==> config.mk <==
export PLATFORM = sky130hd
export DESIGN_NAME = capwalk_engine
export DESIGN_NICKNAME = d
export VERILOG_FILES = /design/src/rtl/capwalk_pkg.sv /design/src/rtl/capwalk_bounds.sv /design/src/rtl/capwalk_steps.sv /design/src/rtl/capwalk_engine.sv
export SDC_FILE = /design/constraint.sdc
export NUM_CORES = 1
export LEC_CHECK = 0
export ABC_AREA = 1
export BUFFER_PORTS_ARGS = -buffer_cell sky130_fd_sc_hd__clkbuf_2
export CAP_MARGIN = 40
export CORE_MARGIN = 1
export CORE_UTILIZATION = 50
export DETAILED_ROUTE_END_ITERATION = 10
export PLACE_DENSITY = 0.85
export SYNTH_ARGS = -nofsm -noshare
export SYNTH_HDL_FRONTEND = slang
export SYNTH_SLANG_ARGS = --single-unit
==> constraint.sdc <==
create_clock -name clk -period 5.3 [get_ports clk]
set_input_delay 0.265 -clock clk [delete_from_list [all_inputs] [get_ports clk]]
set_output_delay 0.265 -clock clk [all_outputs]
set_load 0.03 [all_outputs]
==> src/rtl/capwalk_pkg.sv <==
package capwalk_pkg;

    localparam int HDR_ID_W   = 16;
    localparam int HDR_VER_W  = 4;
    localparam int HDR_NEXT_W = 12;

    typedef enum logic [2:0] {
        ST_IDLE,
        ST_READ,
        ST_EVAL,
        ST_LINK,
        ST_PLACE,
        ST_DONE
    } walk_state_e;

    typedef struct packed {
        logic [HDR_NEXT_W-1:0] next;
        logic [HDR_VER_W-1:0]  ver;
        logic [HDR_ID_W-1:0]   id;
    } cap_hdr_t;

endpackage

==> src/rtl/capwalk_bounds.sv <==
module capwalk_bounds #(
    parameter int OFF_W       = 12,
    parameter int BASE_OFF    = 256,
    parameter int SPACE_BYTES = 4096,
    parameter int MIN_SIZE    = 8
) (
    input  logic [OFF_W-1:0] walk_off,
    input  logic [OFF_W-1:0] place_off,
    input  logic [OFF_W:0]   place_size,
    output logic             walk_ok,
    output logic             place_ok
);
    localparam int SUM_W = OFF_W + 2;
    localparam logic [OFF_W-1:0] LO_L  = OFF_W'(BASE_OFF);
    localparam logic [OFF_W-1:0] HI_L  = OFF_W'(SPACE_BYTES - 8);
    localparam logic [SUM_W-1:0] END_L = SUM_W'(SPACE_BYTES);
    localparam logic [OFF_W:0]   MIN_L = (OFF_W+1)'(MIN_SIZE);

    logic [SUM_W-1:0] end_sum;

    always_comb begin
        end_sum  = SUM_W'(place_off) + SUM_W'(place_size);
        walk_ok  = (walk_off >= LO_L) && (walk_off <= HI_L) && (walk_off[1:0] == 2'b00);
        place_ok = (place_off >= LO_L) && (place_off[1:0] == 2'b00) &&
                   (place_size >= MIN_L) && (end_sum <= END_L);
    end
endmodule

==> src/rtl/capwalk_steps.sv <==
module capwalk_steps #(
    parameter int MAX_STEPS = 1024
) (
    input  logic clk,
    input  logic rst_n,
    input  logic clr,
    input  logic inc,
    output logic last
);
    localparam int CNT_W = $clog2(MAX_STEPS + 1);
    localparam logic [CNT_W-1:0] MAX_L  = CNT_W'(MAX_STEPS);
    localparam logic [CNT_W-1:0] LAST_L = CNT_W'(MAX_STEPS - 1);

    logic [CNT_W-1:0] cnt_q;

    always_ff @(posedge clk) begin
        if (!rst_n) begin
            cnt_q <= '0;
        end else if (clr) begin
            cnt_q <= '0;
        end else if (inc && (cnt_q != MAX_L)) begin
            cnt_q <= cnt_q + 1'b1;
        end
    end

    assign last = (cnt_q == LAST_L);


    cnt_bound_chk: assert property (@(posedge clk) disable iff (!rst_n)
        cnt_q <= MAX_L);


    cnt_clear_chk: assert property (@(posedge clk) disable iff (!rst_n)
        clr |=> (cnt_q == '0));
endmodule

==> src/rtl/capwalk_engine.sv <==
module capwalk_engine #(
    parameter int OFF_W       = 12,
    parameter int BASE_OFF    = 256,
    parameter int SPACE_BYTES = 4096,
    parameter int MIN_SIZE    = 8,
    parameter int MAX_STEPS   = 1024
) (
    input  logic             clk,
    input  logic             rst_n,
    input  logic             cmd_valid,
    input  logic             cmd_append,
    input  logic [16:0]      cmd_id,
    input  logic [3:0]       cmd_ver,
    input  logic [OFF_W-1:0] cmd_off,
    input  logic [OFF_W:0]   cmd_size,
    output logic             busy,
    output logic             done,
    output logic             err,
    output logic [OFF_W-1:0] res_off,
    output logic [OFF_W-1:0] res_prev,
    output logic             mem_rd_en,
    output logic             mem_wr_en,
    output logic [OFF_W-3:0] mem_addr,
    output logic [31:0]      mem_wdata,
    input  logic [31:0]      mem_rdata
);
    import capwalk_pkg::*;

    localparam int ADDR_W = OFF_W - 2;
    localparam logic [OFF_W-1:0]  BASE_L   = OFF_W'(BASE_OFF);
    localparam logic [ADDR_W-1:0] LO_IDX_L = ADDR_W'(BASE_OFF / 4);
    localparam logic [ADDR_W-1:0] HI_IDX_L = ADDR_W'((SPACE_BYTES - 8) / 4);

    walk_state_e state_q, state_d;

    logic             app_q;
    logic [16:0]      id_q;
    logic [3:0]       ver_q;
    logic [OFF_W-1:0] off_q, cur_q, prev_q, tail_q;
    logic [19:0]      tail_low_q;
    logic             first_q;
    logic             err_q;
    logic [OFF_W-1:0] roff_q, rprev_q;

    cap_hdr_t hdr;
    logic     walk_ok, place_ok, step_last;
    logic     is_empty, is_match, is_tail;

    assign hdr = cap_hdr_t'(mem_rdata);

    capwalk_bounds #(
        .OFF_W(OFF_W), .BASE_OFF(BASE_OFF),
        .SPACE_BYTES(SPACE_BYTES), .MIN_SIZE(MIN_SIZE)
    ) bounds_i (
        .walk_off  (hdr.next),
        .place_off (cmd_off),
        .place_size(cmd_size),
        .walk_ok   (walk_ok),
        .place_ok  (place_ok)
    );

    capwalk_steps #(.MAX_STEPS(MAX_STEPS)) steps_i (
        .clk  (clk),
        .rst_n(rst_n),
        .clr  (state_q == ST_IDLE),
        .inc  (state_q == ST_EVAL),
        .last (step_last)
    );

    always_comb begin
        is_empty = first_q && (mem_rdata == '0);
        is_match = !app_q && !id_q[16] && (hdr.id == id_q[15:0]);
        is_tail  = (hdr.next == '0);
    end

    // next-state logic
    always_comb begin
        state_d = state_q;
        unique case (state_q)
            ST_IDLE: begin
                if (cmd_valid) begin
                    if (cmd_append && !place_ok)        state_d = ST_DONE;
                    else if (cmd_append && cmd_off == BASE_L) state_d = ST_PLACE;
                    else                                state_d = ST_READ;
                end
            end
            ST_READ:  state_d = ST_EVAL;
            ST_EVAL: begin
                if (is_empty || is_match)            state_d = ST_DONE;
                else if (is_tail)                    state_d = app_q ? ST_LINK : ST_DONE;
                else if (!walk_ok || step_last)      state_d = ST_DONE;
                else                                 state_d = ST_READ;
            end
            ST_LINK:  state_d = ST_PLACE;
            ST_PLACE: state_d = ST_DONE;
            ST_DONE:  state_d = ST_IDLE;
            default:  state_d = ST_IDLE;
        endcase
    end

    // state register
    always_ff @(posedge clk) begin
        if (!rst_n) state_q <= ST_IDLE;
        else        state_q <= state_d;
    end

    // walk datapath
    always_ff @(posedge clk) begin
        if (!rst_n) begin
            app_q <= 1'b0; id_q <= '0; ver_q <= '0; off_q <= '0;
            cur_q <= '0; prev_q <= '0; tail_q <= '0; tail_low_q <= '0;
            first_q <= 1'b0; err_q <= 1'b0; roff_q <= '0; rprev_q <= '0;
        end else begin
            unique case (state_q)
                ST_IDLE: begin
                    if (cmd_valid) begin
                        app_q   <= cmd_append;
                        id_q    <= cmd_id;
                        ver_q   <= cmd_ver;
                        off_q   <= cmd_off;
                        cur_q   <= BASE_L;
                        prev_q  <= '0;
                        tail_q  <= '0;
                        first_q <= 1'b1;
                        err_q   <= cmd_append && !place_ok;
                        roff_q  <= '0;
                        rprev_q <= '0;
                    end
                end
                ST_EVAL: begin
                    first_q <= 1'b0;
                    if (is_empty) begin
                        err_q <= app_q;
                    end else if (is_match) begin
                        roff_q  <= cur_q;
                        rprev_q <= prev_q;
                    end else if (is_tail) begin
                        if (app_q) begin
                            tail_q     <= cur_q;
                            tail_low_q <= mem_rdata[19:0];
                        end else begin
                            rprev_q <= cur_q;
                        end
                    end else if (!walk_ok || step_last) begin
                        err_q <= 1'b1;
                    end else begin
                        prev_q <= cur_q;
                        cur_q  <= hdr.next;
                    end
                end
                ST_PLACE: begin
                    roff_q  <= off_q;
                    rprev_q <= tail_q;
                end
                default: ;
            endcase
        end
    end

    // outputs
    always_comb begin
        busy      = (state_q != ST_IDLE) && (state_q != ST_DONE);
        done      = (state_q == ST_DONE);
        mem_rd_en = (state_q == ST_READ);
        mem_wr_en = (state_q == ST_LINK) || (state_q == ST_PLACE);
        mem_addr  = cur_q[OFF_W-1:2];
        mem_wdata = '0;
        unique case (state_q)
            ST_LINK: begin
                mem_addr  = tail_q[OFF_W-1:2];
                mem_wdata = {off_q, tail_low_q};
            end
            ST_PLACE: begin
                mem_addr  = off_q[OFF_W-1:2];
                mem_wdata = {12'h000, ver_q, id_q[15:0]};
            end
            default: ;
        endcase
    end

    assign err      = err_q;
    assign res_off  = roff_q;
    assign res_prev = rprev_q;


    accept_chk: assert property (@(posedge clk) disable iff (!rst_n)
        (cmd_valid && !busy && !done) |=> (busy || done));


    done_pulse_chk: assert property (@(posedge clk) disable iff (!rst_n)
        done |=> !done);


    rd_range_chk: assert property (@(posedge clk) disable iff (!rst_n)
        mem_rd_en |-> (mem_addr >= LO_IDX_L && mem_addr <= HI_IDX_L));


    link_place_chk: assert property (@(posedge clk) disable iff (!rst_n)
        (mem_wr_en && !$past(mem_wr_en) && app_q && off_q != BASE_L)
        |=> (mem_wr_en && mem_addr == off_q[OFF_W-1:2]));


    reject_nowrite_chk: assert property (@(posedge clk) disable iff (!rst_n)
        (done && err_q && app_q) |-> $past(!mem_wr_en));
endmodule

==> flow_metrics.env, run 1 <==
export IMPL_status="finished clean"
export IMPL_die_w_um=121
export IMPL_cts_sink_count=130
export IMPL_cts_resized=0
export IMPL_worst_r2r_setup_slack_ns=2.62
export IMPL_avgSynthCellArea_sq_um=6.57
export IMPL_nets=1301
export IMPL_rsz0062_at_grt="no"
export IMPL_grt_overflow=0
export IMPL_grt_pass1_wl_mm=33.5
export IMPL_cp_start_kind="register"
export IMPL_drt_pass1_iter_count=7
export IMPL_top_level_ports=153
export IMPL_hold_path_class="input port to register"
export IMPL_cts_made_buffers=17
export IMPL_design_area_sq_um=8510
export IMPL_antenna_cells=0
export IMPL_ys_seq_area_share_pct=36.7
export IMPL_synth_edf_count=0
export IMPL_ys_flop_type="dfxtp_1"
export IMPL_path_max_fanout=54
export IMPL_cts_buffer_depth=2
export IMPL_io_buffers=152
export IMPL_finClkSkew_ns=0.00746
export IMPL_grt_max_degree=90
export IMPL_synth_fp_nets=1176
export IMPL_antenna_found_initial=0
export IMPL_antenna_violating_nets_post_route=0
export IMPL_clockRootBuffer="clkbuf_16"
export IMPL_rr_endpoint="res_off[6]"
export IMPL_final_common_cell="nor2_1"
export IMPL_gp_congestion=0.943
export IMPL_cp_startpoint="state_q[1]"
export IMPL_ys_warn_count=0
export IMPL_dieArea_sq_um=14700
export IMPL_ys_ff_latch=130
export IMPL_p_leak_nw=3.81
export IMPL_period_needed_ns=3.03
export IMPL_worstMarginPinSlew_ns=0.906
export IMPL_synth_xor_area_share_pct=0.741
export IMPL_drive_gt1_share_pct=19.1
export IMPL_holdBufCountCts=0
export IMPL_setup_viol=0
export IMPL_syn_area_sq_um=7090
export IMPL_first_iter_violations=942
export IMPL_dp_hpwl_mm=15.0
export IMPL_synth_compound_area_share_pct=21.2
export IMPL_postPlaceCellArea_sq_um=7910
export IMPL_wl_mm=20.7
export IMPL_irDropWorstVdd_mv=0.185
export IMPL_wl_per_cell_um=14.8
export IMPL_holdWs_ns=0.112
export IMPL_hp_start="cmd_id[16]"
export IMPL_viasPerCell=5.48
export IMPL_start_util_pct=51.1
export IMPL_syn_inst=1079
export IMPL_cp_required_ns=5.04
export IMPL_setup_worst_path_class="register to primary output"
export IMPL_grt_pass1_vias=6975
export IMPL_drc_errors=0
export IMPL_h_tree_depth=4
export IMPL_synthMuxAreaShare_pct=0
export IMPL_postCtsSetupBuffers=0
export IMPL_hold_viol=0
export IMPL_synthArstFlopShare_pct=0
export IMPL_timing_rr_start="state_q[0]"
export IMPL_cts_tree="yes"
export IMPL_maxCapViolations=0
export IMPL_synthSimpleGateAreaFrac_pct=26.3
export IMPL_rr_worst_depth=10
export IMPL_fmax_mhz=330
export IMPL_fin_crit_sh_pct=57.1
export IMPL_grt_use_total_pct=29.2
export IMPL_final_cell_mix="174 x nor2_1, 164 x nand2_1, 152 x clkbuf_2"
export IMPL_synth_top_family_by_area="simple AND/OR/NAND/NOR gates"
export IMPL_vias=7655
export IMPL_rows=43
export IMPL_worstPathArrival_ns=2.76
export IMPL_cp_endpoint="mem_addr[3]"
export IMPL_syn2layout_area_growth_pct=20.0
export IMPL_coreArea_sq_um=13900
export IMPL_finalMaxSlewViolations=0
export IMPL_die_h_um=121
export IMPL_finalSetupTns_ns=0
export IMPL_max_slew_margin_pct=39.5
export IMPL_clk_latency_ns=0.42
export IMPL_synth_cell_types=43
export IMPL_power_density_nw_per_um2=427
export IMPL_synth_fa_ha_area_share_pct=2.75
export IMPL_path_clk_slew_ns=0.06
export IMPL_endpoint_kind="primary output"
state kept, by name, indices dropped and copies added, names as in the netlist:
name	count
tail_low_q	20
off_q	12
ver_q	4
state_q	3
tail_q	12
prev_q	12
steps_i.cnt_q	11
first_q	1
res_prev	12
id_q	17
err	1
res_off	12
cur_q	12
app_q	1
final cells by class:
type | count | area (sq um)
clock buffer | 18 | 439
fill | 1243 | 5370
timing repair buffer | 157 | 838
sequential | 130 | 2600
clock inverter | 14 | 163
multi-input combinational | 732 | 3620
inverter | 166 | 623
tap | 180 | 225
cells in the mapped netlist, types with 2 or more instances:
| master | number | area share (%) |
|---|---|---|
| a211oi_1 | 2 | 0.21 |
| a21oi_1 | 97 | 6.8 |
| buf_1 | 3 | 0.16 |
| buf_2 | 8 | 0.56 |
| buf_4 | 7 | 0.74 |
| buf_6 | 3 | 0.48 |
| clkbuf_1 | 30 | 1.6 |
| dfxtp_1 | 130 | 37 |
| ha_1 | 14 | 2.5 |
| inv_1 | 147 | 7.8 |
| inv_2 | 19 | 1.0 |
| nand2_1 | 164 | 8.7 |
| nand2_2 | 3 | 0.26 |
| nand3_1 | 36 | 2.5 |
| nand3b_1 | 2 | 0.21 |
| nand4_1 | 12 | 1.1 |
| nor2_1 | 174 | 9.2 |
| nor2_2 | 5 | 0.44 |
| nor2_4 | 4 | 0.64 |
| nor3_1 | 16 | 1.1 |
| nor3_2 | 3 | 0.42 |
| nor4_1 | 5 | 0.44 |
| nor4_2 | 2 | 0.35 |
| o21ai_0 | 77 | 5.4 |
| o21ai_1 | 62 | 4.4 |
| o21ai_4 | 2 | 0.46 |
| o221ai_1 | 10 | 1.2 |
| o22ai_1 | 22 | 1.9 |
| or2_1 | 2 | 0.18 |
| xnor2_1 | 3 | 0.37 |
| xor2_1 | 3 | 0.37 |
stage by stage:
stage	power [mW]	setup slack [ns]	instances	utilization [%]
2_1_floorplan	2.15	3.19	1079	-
3_3_place_gp	2.41	2.78	1363	56.6
3_5_place_dp	2.44	2.71	1365	57.0
4_1_cts	3.62	2.30	1397	61.3
5_1_grt	3.84	2.13	1397	61.3
6_report	3.64	2.27	1397	61.3
power by group:
part / internal [mW] / total (mW) / switching (mW) / leakage [nW]
clock: 0.749 / 1.19 / 0.437 / 0.300
combinational: 0.340 / 1.20 / 0.858 / 2.45
sequential: 1.15 / 1.25 / 0.103 / 1.06
total: 2.24 / 3.64 / 1.40 / 3.81
worst min-delay path by stage:
stage,cells after the start,to,slack (ns)
after global placement,2,tail_low_q[5],0.44
after floorplan,2,id_q[16],0.40
after global routing,3,id_q[16],0.12
after detailed placement,2,tail_low_q[8],0.44
final,3,id_q[16],0.11
after CTS,3,id_q[16],0.09
per-layer routing:
metal	global-route usage, %	routed length (um)
met1	38.3	8880
met2	45.2	9220
met3	7.47	1850
met4	12.4	778
met5	0	0
kinds of logic (layout without fill, tap and decap cells):
| kind of cell | after synthesis | in the layout |
|---|---|---|
| AOI/OAI and AO/OA | 278 | 278 |
| buffers and inverters | 217 | 355 |
| xor gates and xnor gates | 6 | 6 |
| DFF | 130 | 130 |
| adders and majority gates | 15 | 15 |
| and+or+nand+nor | 433 | 433 |
worst max-delay path, cell delays in order (launching register included):
cell	delay [ns]
dfxtp_1	0.50
nor2_2	0.11
inv_1	0.09
nor2_1	0.07
inv_2	0.66
nand2_1	0.26
inv_2	0.22
nand2_1	0.08
o221ai_1	0.09
clkbuf_2	0.26
Note: power is estimated with default switching activity, not from simulation.
==> inputs of run 2 (changes only) <==
Settings changed: PLACE_DENSITY 0.85 to 0.88.
Clock period 5.3 ns to 2.5 ns, I/O delays scaled along.
==> flow_metrics.env, run 2 (same netlist as run 1, synthesis figures left out) <==
export IMPL_p_leak_nw=3.89
export IMPL_fin_ws_ns=0.161
export IMPL_rows=43
export IMPL_drive_gt1_share_pct=19.1
export IMPL_path_max_fanout=23
export IMPL_clk_latency_ns=0.42
export IMPL_grt_pass1_wl_mm=33.7
export IMPL_top_level_ports=153
export IMPL_antenna_cells=0
export IMPL_largest_register_ffs=20
export IMPL_cp_start_kind="register"
export IMPL_largest_register="tail_low_q"
export IMPL_grt_use_total_pct=29.1
export IMPL_area_sequential_sq_um=2600
export IMPL_wl_mm=20.6
export IMPL_clockRootBuffer="clkbuf_16"
export IMPL_path_clk_slew_ns=0.05
export IMPL_top_layer_used="met4"
export IMPL_multiInputGateArea_sq_um=3620
export IMPL_cp_required_ns=2.38
export IMPL_irDropWorstVdd_mv=0.613
export IMPL_route_met3_wl_mm=2.08
export IMPL_antenna_found_initial=0
export IMPL_fin_crit_sh_pct=93.5
export IMPL_dieArea_sq_um=14700
export IMPL_worstMarginPinSlew_ns=0.728
export IMPL_finalSetupTns_ns=0
export IMPL_h_tree_depth=4
export IMPL_finClkSkew_ns=0.0111
export IMPL_drc_errors=0
export IMPL_start_util_pct=51.1
export IMPL_endpoint_kind="primary output"
export IMPL_max_slew_margin_pct=51.4
export IMPL_drt_pass1_iter_count=5
export IMPL_fillers=1215
export IMPL_dr_wl_met2_mm=9.33
export IMPL_die_h_um=121
export IMPL_rsz0062_at_grt="no"
export IMPL_worstPathArrival_ns=2.21
export IMPL_die_w_um=121
export IMPL_cts_made_buffers=17
export IMPL_fmax_mhz=428
export IMPL_wl_per_cell_um=14.6
export IMPL_status="finished clean"
export IMPL_final_common_cell="nor2_1"
export IMPL_cts_sink_count=130
export IMPL_power_density_nw_per_um2=896
export IMPL_hold_viol=0
export IMPL_cts_buffer_depth=2
export IMPL_timing_rr_start="state_q[0]"
export IMPL_grt_max_degree=57
export IMPL_gp_congestion=0.912
export IMPL_met1Wirelength_mm=8.71
export IMPL_maxCapViolations=0
export IMPL_setup_viol=0
export IMPL_pre_cts_ws_ns=0.248
export IMPL_fin_cells=1419
export IMPL_top_regs="tail_low_q: 20 flops, id_q: 17 flops"
export IMPL_setup_worst_path_class="register to primary output"
export IMPL_period_needed_ns=2.34
export IMPL_final_cell_mix="173 x nor2_1, 164 x nand2_1, 152 x clkbuf_2"
export IMPL_antenna_violating_nets_post_route=0
export IMPL_coreArea_sq_um=13900
export IMPL_dp_hpwl_mm=14.8
export IMPL_viasPerCell=5.48
export IMPL_grt_overflow=0
export IMPL_place_inst=1375
export IMPL_cp_startpoint="state_q[1]"
export IMPL_nets=1325
export IMPL_cts_tree="yes"
export IMPL_hp_start="cmd_id[15]"
export IMPL_first_iter_violations=774
export IMPL_vias=7776
export IMPL_hold_path_class="input port to register"
export IMPL_io_buffers=152
export IMPL_syn2layout_area_growth_pct=22.6
export IMPL_finalMaxSlewViolations=0
export IMPL_grt_pass1_vias=7056
-- run 2: power by group --
part	switching [mW]	internal [mW]	leakage, nW	total [mW]
clock network	0.857	1.66	0.293	2.52
logic	1.84	0.780	2.54	2.62
registers	0.210	2.44	1.06	2.65
total	2.91	4.88	3.89	7.79
-- run 2: final timing paths --
kind | to | slack [ns] | cells after the start
worst max register to register | id_q[7] | 0.34 | 9
worst max-delay path | mem_addr[0] | 0.16 | 7
worst min register to register | tail_low_q[11] | 0.46 | 2
worst min-delay path | id_q[15] | 0.01 | 3
-- run 2: cell type report --
class / instances / share of cell area, %
Tap cell: 180 / 2.59
Timing Repair Buffer: 181 / 11.8
Inverter: 166 / 7.17
Clock buffer: 25 / 5.70
Clock inverter: 5 / 1.15
Sequential cell: 130 / 29.9
Multi-Input combinational cell: 732 / 41.7
-- run 2: timing repair --
action | 4_1_cts | 5_1_grt
resized for setup | 0 | 1
hold buffers | 14 | 0
setup buffers | 0 | 0
hold endpoints to repair | 14 | 0
endpoints found under the setup margin | 0 | 3
-- run 2: critical path, stage by stage, from the launching register on --
cell	delay, ns
dfxtp_1	0.40
nor2_2	0.21
inv_1	0.09
nor2_2	0.15
inv_2	0.11
buf_4	0.24
o221ai_1	0.31
clkbuf_2	0.27
-- run 2: routing by layer --
layer	vias up	track usage, %
li1	3814	-
met1	3514	37.8
met2	401	46.4
met3	47	6.67
met4	0	11.4
met5	-	0
-- run 2: per-stage QoR --
stage	power, mW	util (%)	area [sq um]	hold WS (ns)
2_1_floorplan	4.56	-	7090	0.260
3_3_place_gp	5.17	57.3	7960	0.381
3_5_place_dp	5.22	57.3	7960	0.378
4_1_cts	7.76	62.6	8690	0.000513
5_1_grt	8.21	62.6	8690	0.0212
6_report	7.79	62.6	8690	0.0138
==> inputs of run 3 (changes only) <==
Settings changed: ABC_AREA 1 to default, CORE_UTILIZATION 50 to 49, PLACE_DENSITY 0.88 to 0.87.
==> flow_metrics.env, run 3 <==
export IMPL_synth_fp_nets=949
export IMPL_antenna_violating_nets_post_route=0
export IMPL_fin_cells=1247
export IMPL_rows=42
export IMPL_ys_warn_count=0
export IMPL_drt_pass1_iter_count=8
export IMPL_synth_top_area_share_pct=38.4
export IMPL_nets=1152
export IMPL_clk_latency_ns=0.44
export IMPL_first_iter_violations=1408
export IMPL_path_max_fanout=24
export IMPL_antenna_found_initial=3
export IMPL_ys_ff_latch=130
export IMPL_postCtsSetupBuffers=0
export IMPL_die_h_um=120
export IMPL_maxCapViolations=0
export IMPL_grt_use_total_pct=35.1
export IMPL_top_level_ports=153
export IMPL_cts_buffer_depth=2
export IMPL_p_leak_nw=3.70
export IMPL_cp_required_ns=2.81
export IMPL_synth_edf_count=0
export IMPL_io_buffers=152
export IMPL_finClkSkew_ns=0.00971
export IMPL_place_inst=1153
export IMPL_final_common_cell="nand2_1"
export IMPL_yosys_top_cells_area="dfxtp_1 38%, nand2_1 9.3%, a21oi_1 8.2%, nand3_1 4.0%, a22o_1 2.7%"
export IMPL_vias=8066
export IMPL_viasPerCell=6.47
export IMPL_top_regs="tail_low_q: 20 flops, id_q: 17 flops"
export IMPL_holdWs_ns=-0.0000633
export IMPL_ys_flop_type="dfxtp_1"
export IMPL_largest_register_ffs=20
export IMPL_drive_gt1_share_pct=25.5
export IMPL_dp_hpwl_mm=14.9
export IMPL_ys_seq_area_share_pct=38.4
export IMPL_worstPathArrival_ns=2.80
export IMPL_synth_top_area_cell="dfxtp_1"
export IMPL_hold_path_class="input port to register"
export IMPL_synth_cell_types=67
export IMPL_dieArea_sq_um=14300
export IMPL_fin_crit_sh_pct=99.5
export IMPL_clockRootBuffer="clkbuf_16"
export IMPL_irDropWorstVdd_mv=0.561
export IMPL_cp_start_kind="input port"
export IMPL_grt_pass1_vias=7397
export IMPL_grt_max_degree=71
export IMPL_max_slew_margin_pct=64.6
export IMPL_setup_worst_path_class="input port to register"
export IMPL_gp_congestion=0.967
export IMPL_worstMarginPinSlew_ns=0.526
export IMPL_largest_register="tail_low_q"
export IMPL_coreArea_sq_um=13300
export IMPL_syn_area_sq_um=6770
export IMPL_hold_viol=1
export IMPL_endpoint_kind="register"
export IMPL_synth_most_common_cell="nand2_1"
export IMPL_grt_pass1_wl_mm=38.9
export IMPL_setup_viol=0
export IMPL_cts_tree="yes"
export IMPL_syn2layout_area_growth_pct=34.4
export IMPL_path_clk_slew_ns=0.06
export IMPL_cts_sink_count=130
export IMPL_avgSynthCellArea_sq_um=7.95
export IMPL_violations="negative hold slack"
export IMPL_fmax_mhz=402
export IMPL_finalMaxSlewViolations=0
export IMPL_h_tree_depth=4
export IMPL_drc_errors=0
export IMPL_power_density_nw_per_um2=827
export IMPL_grt_overflow=0
export IMPL_wl_mm=25.7
export IMPL_start_util_pct=50.7
export IMPL_status="finished, violations left"
export IMPL_synthArstFlopShare_pct=0
export IMPL_syn_inst=852
export IMPL_period_needed_ns=2.49
export IMPL_die_w_um=120
export IMPL_synth_top_cells_by_count="167 x nand2_1, 130 x dfxtp_1, 111 x a21oi_1"
export IMPL_cts_made_buffers=17
export IMPL_wl_per_cell_um=20.6
export IMPL_final_cell_mix="166 x nand2_1, 152 x clkbuf_2, 129 x dfxtp_1"
## run 3: cell type report
type | instances | area (sq um)
sequential | 130 | 2600
timing repair buffer | 247 | 1690
clock inverter | 13 | 161
tap | 176 | 220
clock buffer | 19 | 433
antenna | 3 | 7.51
fill | 967 | 4240
inverter | 11 | 42.5
multi-input combinational | 648 | 3950
## run 3: metal layers
metal | vias up | GRT usage [%] | wire [um]
met2 | 706 | 54.7 | 11400
met1 | 3676 | 42.7 | 9240
met5 | - | 0 | 0
met3 | 193 | 9.79 | 3110
li1 | 3491 | - | -
met4 | 0 | 22.0 | 1950
## run 3: per-stage QoR
stage	area, sq um	setup slack [ns]	setup TNS [ns]	util, %	power (mW)
after global placement	7830	0.00442	0	58.6	4.70
final	9100	0.0119	0	68.2	7.52
after CTS	9010	0.0154	0	67.5	7.33
after floorplan	6770	0.233	0	-	4.04
after global routing	9100	-0.0833	-0.116	68.2	7.78
after detailed placement	7830	-0.0508	-0.103	58.6	4.75
## run 3: repair_timing
action                                  in CTS  in global routing
endpoints found under the hold margin       59                  0
endpoints found under the setup margin       0                 78
resized for setup                            0                 19
hold buffers                                59                  0
## run 3: path summary, 6_finish.rpt
kind                  from       endpoint  slack (ns)  cells after the start
max          mem_rdata[31]    res_prev[2]        0.01                     10
max reg2reg       id_q[10]   res_prev[10]        0.19                      9
min             cmd_off[5]       off_q[5]    -0.00006                      3
min reg2reg  tail_low_q[4]  tail_low_q[4]        0.46                      2
## run 3: power breakdown
part	internal, mW	switching (mW)	total (mW)
clock	1.56	1.01	2.57
sequential	2.31	0.240	2.55
combinational	0.807	1.60	2.40
## run 3: critical path, cell delays in order
cell	delay, ns
dlygate4sd3_1	0.56
clkbuf_2	0.16
or4_4	0.59
or3_4	0.40
o31a_1	0.35
nor2_1	0.11
nor2_1	0.06
buf_6	0.19
a21oi_1	0.17
a311oi_1	0.07
## run 3: cell families (layout without fill, tap and decap cells)
kind of cell             count (synthesis)  count (layout)  synth area share, %
other                                    0               3                    0
AND/OR/NAND/NOR                        367             367                 25.8
multiplexers                            15              15                 2.46
adder cells (fa/ha/maj)                 15              15                 2.88
XOR/XNOR                                28              28                 3.62
AO/OA/AOI/OAI                          223             223                 22.3
flip-flops                             130             130                 38.4
buffers and inverters                   74             290                 4.47
